`config.mk`:
```
export PLATFORM = sky130hd
export DESIGN_NAME = esl_status_latch
export DESIGN_NICKNAME = d
export VERILOG_FILES = /design/src/rtl/esl_pkg.sv /design/src/rtl/esl_sync.sv /design/src/rtl/esl_change_latch.sv /design/src/rtl/esl_status_latch.sv
export SDC_FILE = /design/constraint.sdc
export NUM_CORES = 1
export LEC_CHECK = 0
export BUFFER_PORTS_ARGS = -buffer_cell sky130_fd_sc_hd__buf_2
export CAP_MARGIN = 20
export CORE_MARGIN = 2
export CORE_UTILIZATION = 45
export DETAILED_ROUTE_END_ITERATION = 8
export PLACE_DENSITY = 0.74
export SLEW_MARGIN = 15
export SYNTH_ARGS = -nofsm -noshare
export SYNTH_HDL_FRONTEND = slang
export SYNTH_SLANG_ARGS = --single-unit
```
`constraint.sdc`:
```
create_clock -name clk -period 2.1 [get_ports clk]
set_clock_uncertainty 0.1 [all_clocks]
set_input_delay 0.105 -clock clk [delete_from_list [all_inputs] [get_ports clk]]
set_output_delay 0.105 -clock clk [all_outputs]
set_load 0.01 [all_outputs]
```
`src/rtl/esl_pkg.sv`:
```
package esl_pkg;
  localparam int NSRC   = 6;
  localparam int STAT_W = 8;

  // Source vector order, LSB first: zero count, carrier detect, sync/hunt,
  // CTS, underrun, break.
  function automatic logic [NSRC-1:0] pick_enables(input logic [STAT_W-1:0] en);
    return {en[7], en[6], en[5], en[4], en[3], en[1]};
  endfunction

  function automatic logic [STAT_W-1:0] pack_status(input logic [NSRC-1:0] s,
                                                    input logic txe,
                                                    input logic rxa);
    return {s[5:1], txe, s[0], rxa};
  endfunction
endpackage

```
`src/rtl/esl_sync.sv`:
```
module esl_sync #(
  parameter int W      = 6,
  parameter int STAGES = 2
) (
  input  logic         clk,
  input  logic         rst_n,
  input  logic [W-1:0] d,
  output logic [W-1:0] q
);
  localparam int LAST = STAGES - 1;

  logic [W-1:0] stg [STAGES];

  genvar g;
  generate
    for (g = 0; g < STAGES; g++) begin : g_stage
      if (g == 0) begin : g_first
        always_ff @(posedge clk) begin
          if (!rst_n) stg[g] <= '0;
          else        stg[g] <= d;
        end
      end else begin : g_next
        always_ff @(posedge clk) begin
          if (!rst_n) stg[g] <= '0;
          else        stg[g] <= stg[g-1];
        end
      end
    end
  endgenerate

  assign q = stg[LAST];
endmodule

```
`src/rtl/esl_change_latch.sv`:
```
module esl_change_latch #(
  parameter int W = 6
) (
  input  logic         clk,
  input  logic         rst_n,
  input  logic [W-1:0] lvl,
  input  logic [W-1:0] en,
  input  logic         clr,
  output logic [W-1:0] snap,
  output logic         pend
);
  logic [W-1:0] snap_q;
  logic         pend_q;
  logic [W-1:0] diff;

  // The snapshot doubles as the edge reference: while armed it trails the
  // synchronized level by one cycle, while pending it holds the capture.
  assign diff = (lvl ^ snap_q) & en;

  always_ff @(posedge clk) begin
    if (!rst_n) begin
      snap_q <= '0;
      pend_q <= 1'b0;
    end else if (pend_q) begin
      if (clr) pend_q <= 1'b0;
    end else begin
      snap_q <= lvl;
      pend_q <= |diff;
    end
  end

  assign snap = snap_q;
  assign pend = pend_q;
endmodule

```
`src/rtl/esl_status_latch.sv`:
```
module esl_status_latch
  import esl_pkg::*;
#(
  parameter int SYNC_STAGES = 2
) (
  input  logic              clk,
  input  logic              rst_n,
  input  logic              brk_i,
  input  logic              txund_i,
  input  logic              cts_i,
  input  logic              synch_i,
  input  logic              dcd_i,
  input  logic              zcnt_i,
  input  logic              txe_i,
  input  logic              rxa_i,
  input  logic [STAT_W-1:0] src_en_i,
  input  logic              stat_ie_i,
  input  logic              master_ie_i,
  input  logic              clr_cmd_i,
  output logic [STAT_W-1:0] status_o,
  output logic              pend_o,
  output logic              irq_o
);
  logic [NSRC-1:0] raw_vec;
  logic [NSRC-1:0] sync_vec;
  logic [NSRC-1:0] en_vec;
  logic [NSRC-1:0] snap_vec;
  logic            pend;

  assign raw_vec = {brk_i, txund_i, cts_i, synch_i, dcd_i, zcnt_i};
  assign en_vec  = pick_enables(src_en_i);

  esl_sync #(.W(NSRC), .STAGES(SYNC_STAGES)) u_sync (
    .clk   (clk),
    .rst_n (rst_n),
    .d     (raw_vec),
    .q     (sync_vec)
  );

  esl_change_latch #(.W(NSRC)) u_latch (
    .clk   (clk),
    .rst_n (rst_n),
    .lvl   (sync_vec),
    .en    (en_vec),
    .clr   (clr_cmd_i),
    .snap  (snap_vec),
    .pend  (pend)
  );

  assign status_o = pack_status(snap_vec, txe_i, rxa_i);
  assign pend_o   = pend;
  assign irq_o    = pend & stat_ie_i & master_ie_i;
endmodule

```
# --- Word-level counts from Yosys, hierarchy flattened ---
# Memory sizes are Yosys's and may differ from the RTL's.
# Cells that the tools add are included.
# W data, S select, Z words.
word_totals:
  output_inout_bits: 10
  ram_bits: 12
  ff_bits: 7
  word_cells: 16
  n_memories: 1
memory_table:
  columns: ["name", "depth", "word_bits", "read_ports", "rd_clocked_by_memory_dff", "wr", "line_no", "source"]
  rows:
  - ["u_sync.stg", 2, 6, 2, 0, 2, "esl_sync.sv:12", "logic [W-1:0] stg [STAGES];"]
op_classes:
  muxes: 6
  bitwise_logic: 6
  reduce_logical: 1
op_table:
  columns: ["op", "n"]
  rows:
  - ["$mux W6", 2]
  - ["$and A6 B6 Y6", 1]
  - ["$reduce_or A6 Y1", 1]
  - ["$xor A6 B6 Y6", 1]
  - ["$mux W1", 4]
  - ["$and A1 B1 Y1", 2]
  - ["$or A1 B1 Y1", 2]

# --- Longest topological paths before layout ---
depth:
  ltp_word: 4
  mapped_depth: 4

# --- Hierarchy ---
# Synthesis repeated with hierarchy kept, for this count alone.
hier_totals:
  cells_unflattened: 60
  area_unflattened_um2: 689.4
by_module_without_submodules:
  columns: ["mod", "cells_per_inst", "seq_area_each_um2", "area_per_inst_um2", "instances"]
  rows:
  - ["esl_sync", 25, 240.2, 336.6, 1]
  - ["esl_change_latch", 32, 140.1, 331.6, 1]
  - ["esl_status_latch", 3, 0.0, 21.3, 1]

# --- Least setup slack after synthesis ---
# No wires, ideal clock.
synth_path:
  path_type: "reg2reg"
  startpoint: "reg u_latch.snap_q[3], in the netlist u_latch.snap[3]"
  endpoint: "reg u_latch.pend_q, in the netlist u_latch.pend"
  t_required_ns: 1.866
  setup_ns: 0.134
  stages_incl_launch_ff: 4
  setup_slack_ns: 0.977
  n_path_buf: 0
  arrival_ns: 0.889
  cell_sequence: "dfxtp_1 xor2_1 a222oi_1 a31oi_1"
synth_between:
  elab_chain_cells: 4
synth_lines:
  columns: ["item", "line_no", "source"]
  rows:
  - ["start, declared", "esl_change_latch.sv:12", "logic [W-1:0] snap_q;"]
  - ["start signal, assigned", "esl_change_latch.sv:27", "snap_q <= lvl;"]
  - ["$xor A6 B6 Y6", "esl_change_latch.sv:18", "assign diff = (lvl ^ snap_q) & en;"]
  - ["$and A6 B6 Y6", "esl_change_latch.sv:18", null]
  - ["$reduce_or A6 Y1", "esl_change_latch.sv:28", "pend_q <= |diff;"]
  - ["$mux W1", "esl_change_latch.sv:24", "end else if (pend_q) begin"]
  - ["end signal, assigned", "esl_change_latch.sv:28", null]
  - ["end, declared", "esl_change_latch.sv:13", "logic pend_q;"]
# No other way between the ends.
# A chain may end at the register's enable or synchronous reset.

# --- Final worst setup path ---
layout_path:
  startpoint: "reg u_latch.pend_q, in the netlist u_latch.pend"
  endpoint: "out irq_o"
layout_between:
  elab_chain_cells: 2
layout_lines:
  columns: ["item", "line_no", "source"]
  rows:
  - ["$and A1 B1 Y1 (2 in series)", "esl_status_latch.sv:52", "assign irq_o = pend & stat_ie_i & master_ie_i;"]
  - ["end, declared", "esl_status_latch.sv:22", "output logic irq_o"]
# No other way between the ends.

==> results.yml <==
outcome:
  outcome: "completed"
die:
  core_area_um2: 1350
  die_width_um: 42.6
  pin_count: 31
  die_area_um2: 1820
  fp.dieH_um: 42.6
  start_util_pct: 49.8
  row_count: 13
logic_synthesis:
  synth_top_area_share_pct: 56.6
  ys_async_sr_fraction_pct: 0
  ys_top_cells_by_count: "dfxtp_1 (19), and2_1 (12), mux2i_1 (6), nor2b_1 (6), xor2_1 (6)"
  synth.most_common_cell: "dfxtp_1"
  syn_nets: 81
  ys_ff_latch: 19
  syn_inst: 60
  ys.flop_type: "dfxtp_1"
  yosysWarningCount: 0
  yosysUniqueCellTypes: 14
  synth_enable_flop_cells: 0
  syn_area_um2: 672
  synth.avg_cell_area_um2: 11.2
  ys_top_cells_by_area: "dfxtp_1 (57%), and2_1 (11%), mux2i_1 (8.9%)"
  synth_top_area_cell: "dfxtp_1"
  ys_seq_area_share_pct: 56.6
critical_path:
  startpoint_type: "register"
  cp.required_ps: 1890
  cp_slowest_cell: "dfxtp_1"
  crit_buf_inv: 1
  path_delay_family: "flip-flops"
  path_cells: "and3_1 -> buf_2"
  path_class: "reg2out"
  endpoint_kind: "primary output"
  slowest_delay_ps: 600
  cp_max_fo: 10
  cp.arrival_ps: 1230
cts:
  cts_buffers: 3
  cts-root-buf: "clkbuf_4"
  clk_pin_slew_ps: 90
  postCtsSetupRepairBufs: 0
  cts_tree: "built"
  cts.sinks: 19
  cts_buffer_depth: 2
  cts_max_level: 1
  clk_latency_ps: 290
route:
  first_pass_iters: 4
  drc_errors: 0
  antenna_left: 0
  wirelength_um: 1030
  wl_per_cell_um: 9.62
  via_count: 481
  dr.first_iter.drc_count: 5
  via_per_inst: 4.50
run:
  cap_violations: 0
final_layout:
  finalNonFillerCells: 107
  n_fill_cell: 121
  final_core_util_pct: 66.3
  drive_gt1_share_pct: 30.4
  antenna_cells: 0
  fin_nets: 114
  area_growth_pct: 33.1
grt:
  antenna_found_initial: 0
  grt_pass1_wl_um: 1630
  grt_max_degree: 20
  grt_usage_pct: 12.4
  overflow: 0
  grt_pass1_vias: 406
timing:
  fin_tns_setup_ps: 0
  max_freq_ghz: 0.697
  max_slew.worst_pin.slew_ps: 439
  period_share_pct: 68.3
  slew-limit-headroom_pct: 70.7
  hold_viol: 0
  slew_violations: 0
  setup_viol: 0
  rsz0062_at_grt: "false"
  period_minus_slack_ps: 1430
placed_design:
  portBuffers: 24
  dp.cells: 95
  place_congestion: 0.671
pwr:
  power_per_cell_area_nw_per_um2: 719
  leakage_nw: 0.440
  max-vdd-ir-drop_v: 0.000405
  power_uw: 644
worst_hold_path:
  hp-class: "in2reg"
area by class of cell:
cell class	count	area, um2	area share [%]
clock buffers	3	22.5	2.52
clock inverters	1	5.00	0.559
multi-input cells	37	268	29.9
flip-flops and latches	19	380	42.5
well taps	15	18.8	2.10
repair buffers	32	200	22.4
sequential cells by signal (all words and copies together), names as in the netlist:
register / flops
u_latch.pend: 1
u_sync.stg: 12
u_latch.snap: 6
routing by layer:
metal  wire length, um  track usage [%]
met3                89             4.31
met2               475             19.7
met1               464             13.9
met5                 0                0
met4                 0             8.13
layout by cell type, fill, tap and decap left out, drive strengths merged, types with 2 or more instances in the layout:
| cell type | instances |
|---|---|
| buf | 24 |
| dlygate4sd3 | 8 |
| nand2 | 2 |
| xor2 | 6 |
| dfxtp | 19 |
| nor2b | 6 |
| mux2i | 6 |
| and2 | 12 |
| clkbuf | 3 |
through the flow:
stage               hold WS, ps  setup WS (ps)  cell area [um2]
floorplan                   121            977              672
global placement            110            946              787
detailed placement          110            940              787
CTS                       0.203            630              885
global route               14.0            543              895
finish                     23.3            665              895
cells by family after synthesis:
logic type             share of synthesized area (%)
AND/OR/NAND/NOR                                 18.8
flip-flops                                      56.6
XOR/XNOR                                        7.82
multiplexers                                    8.94
AO/OA/AOI/OAI                                   4.28
buffers and inverters                           3.54
path summary, 6_finish.rpt:
| check | startpoint | endpoint | slack [ps] | depth (start not counted) |
|---|---|---|---|---|
| min | src_en_i[7] | u_latch.pend | 20 | 3 |
| max | u_latch.pend | irq_o | 670 | 2 |
| min reg2reg | u_sync.stg[0][2] | u_sync.stg[1][2] | 340 | 1 |
| max reg2reg | u_sync.stg[1][3] | u_latch.pend | 940 | 3 |
power by group:
| group | switching [mW] | leakage [nW] | internal (mW) |
|---|---|---|---|
| logic | 0.0251 | 0.266 | 0.0493 |
| registers | 0.0176 | 0.156 | 0.378 |
| clock network | 0.103 | 0.0177 | 0.0707 |
| total | 0.145 | 0.440 | 0.498 |
worst register-to-register path, cell delays in order (launching register included):
cell and delay [ps]:
dfxtp_1 340, xor2_1 160, a222oi_1 330, a31oi_1 110
what timing repair did:
action | CTS | global route
hold buffers | 7 | 1
endpoints found under the hold margin | 7 | 1
resized for setup | 0 | 0
No activity file was read; power rests on OpenSTA's default activity.
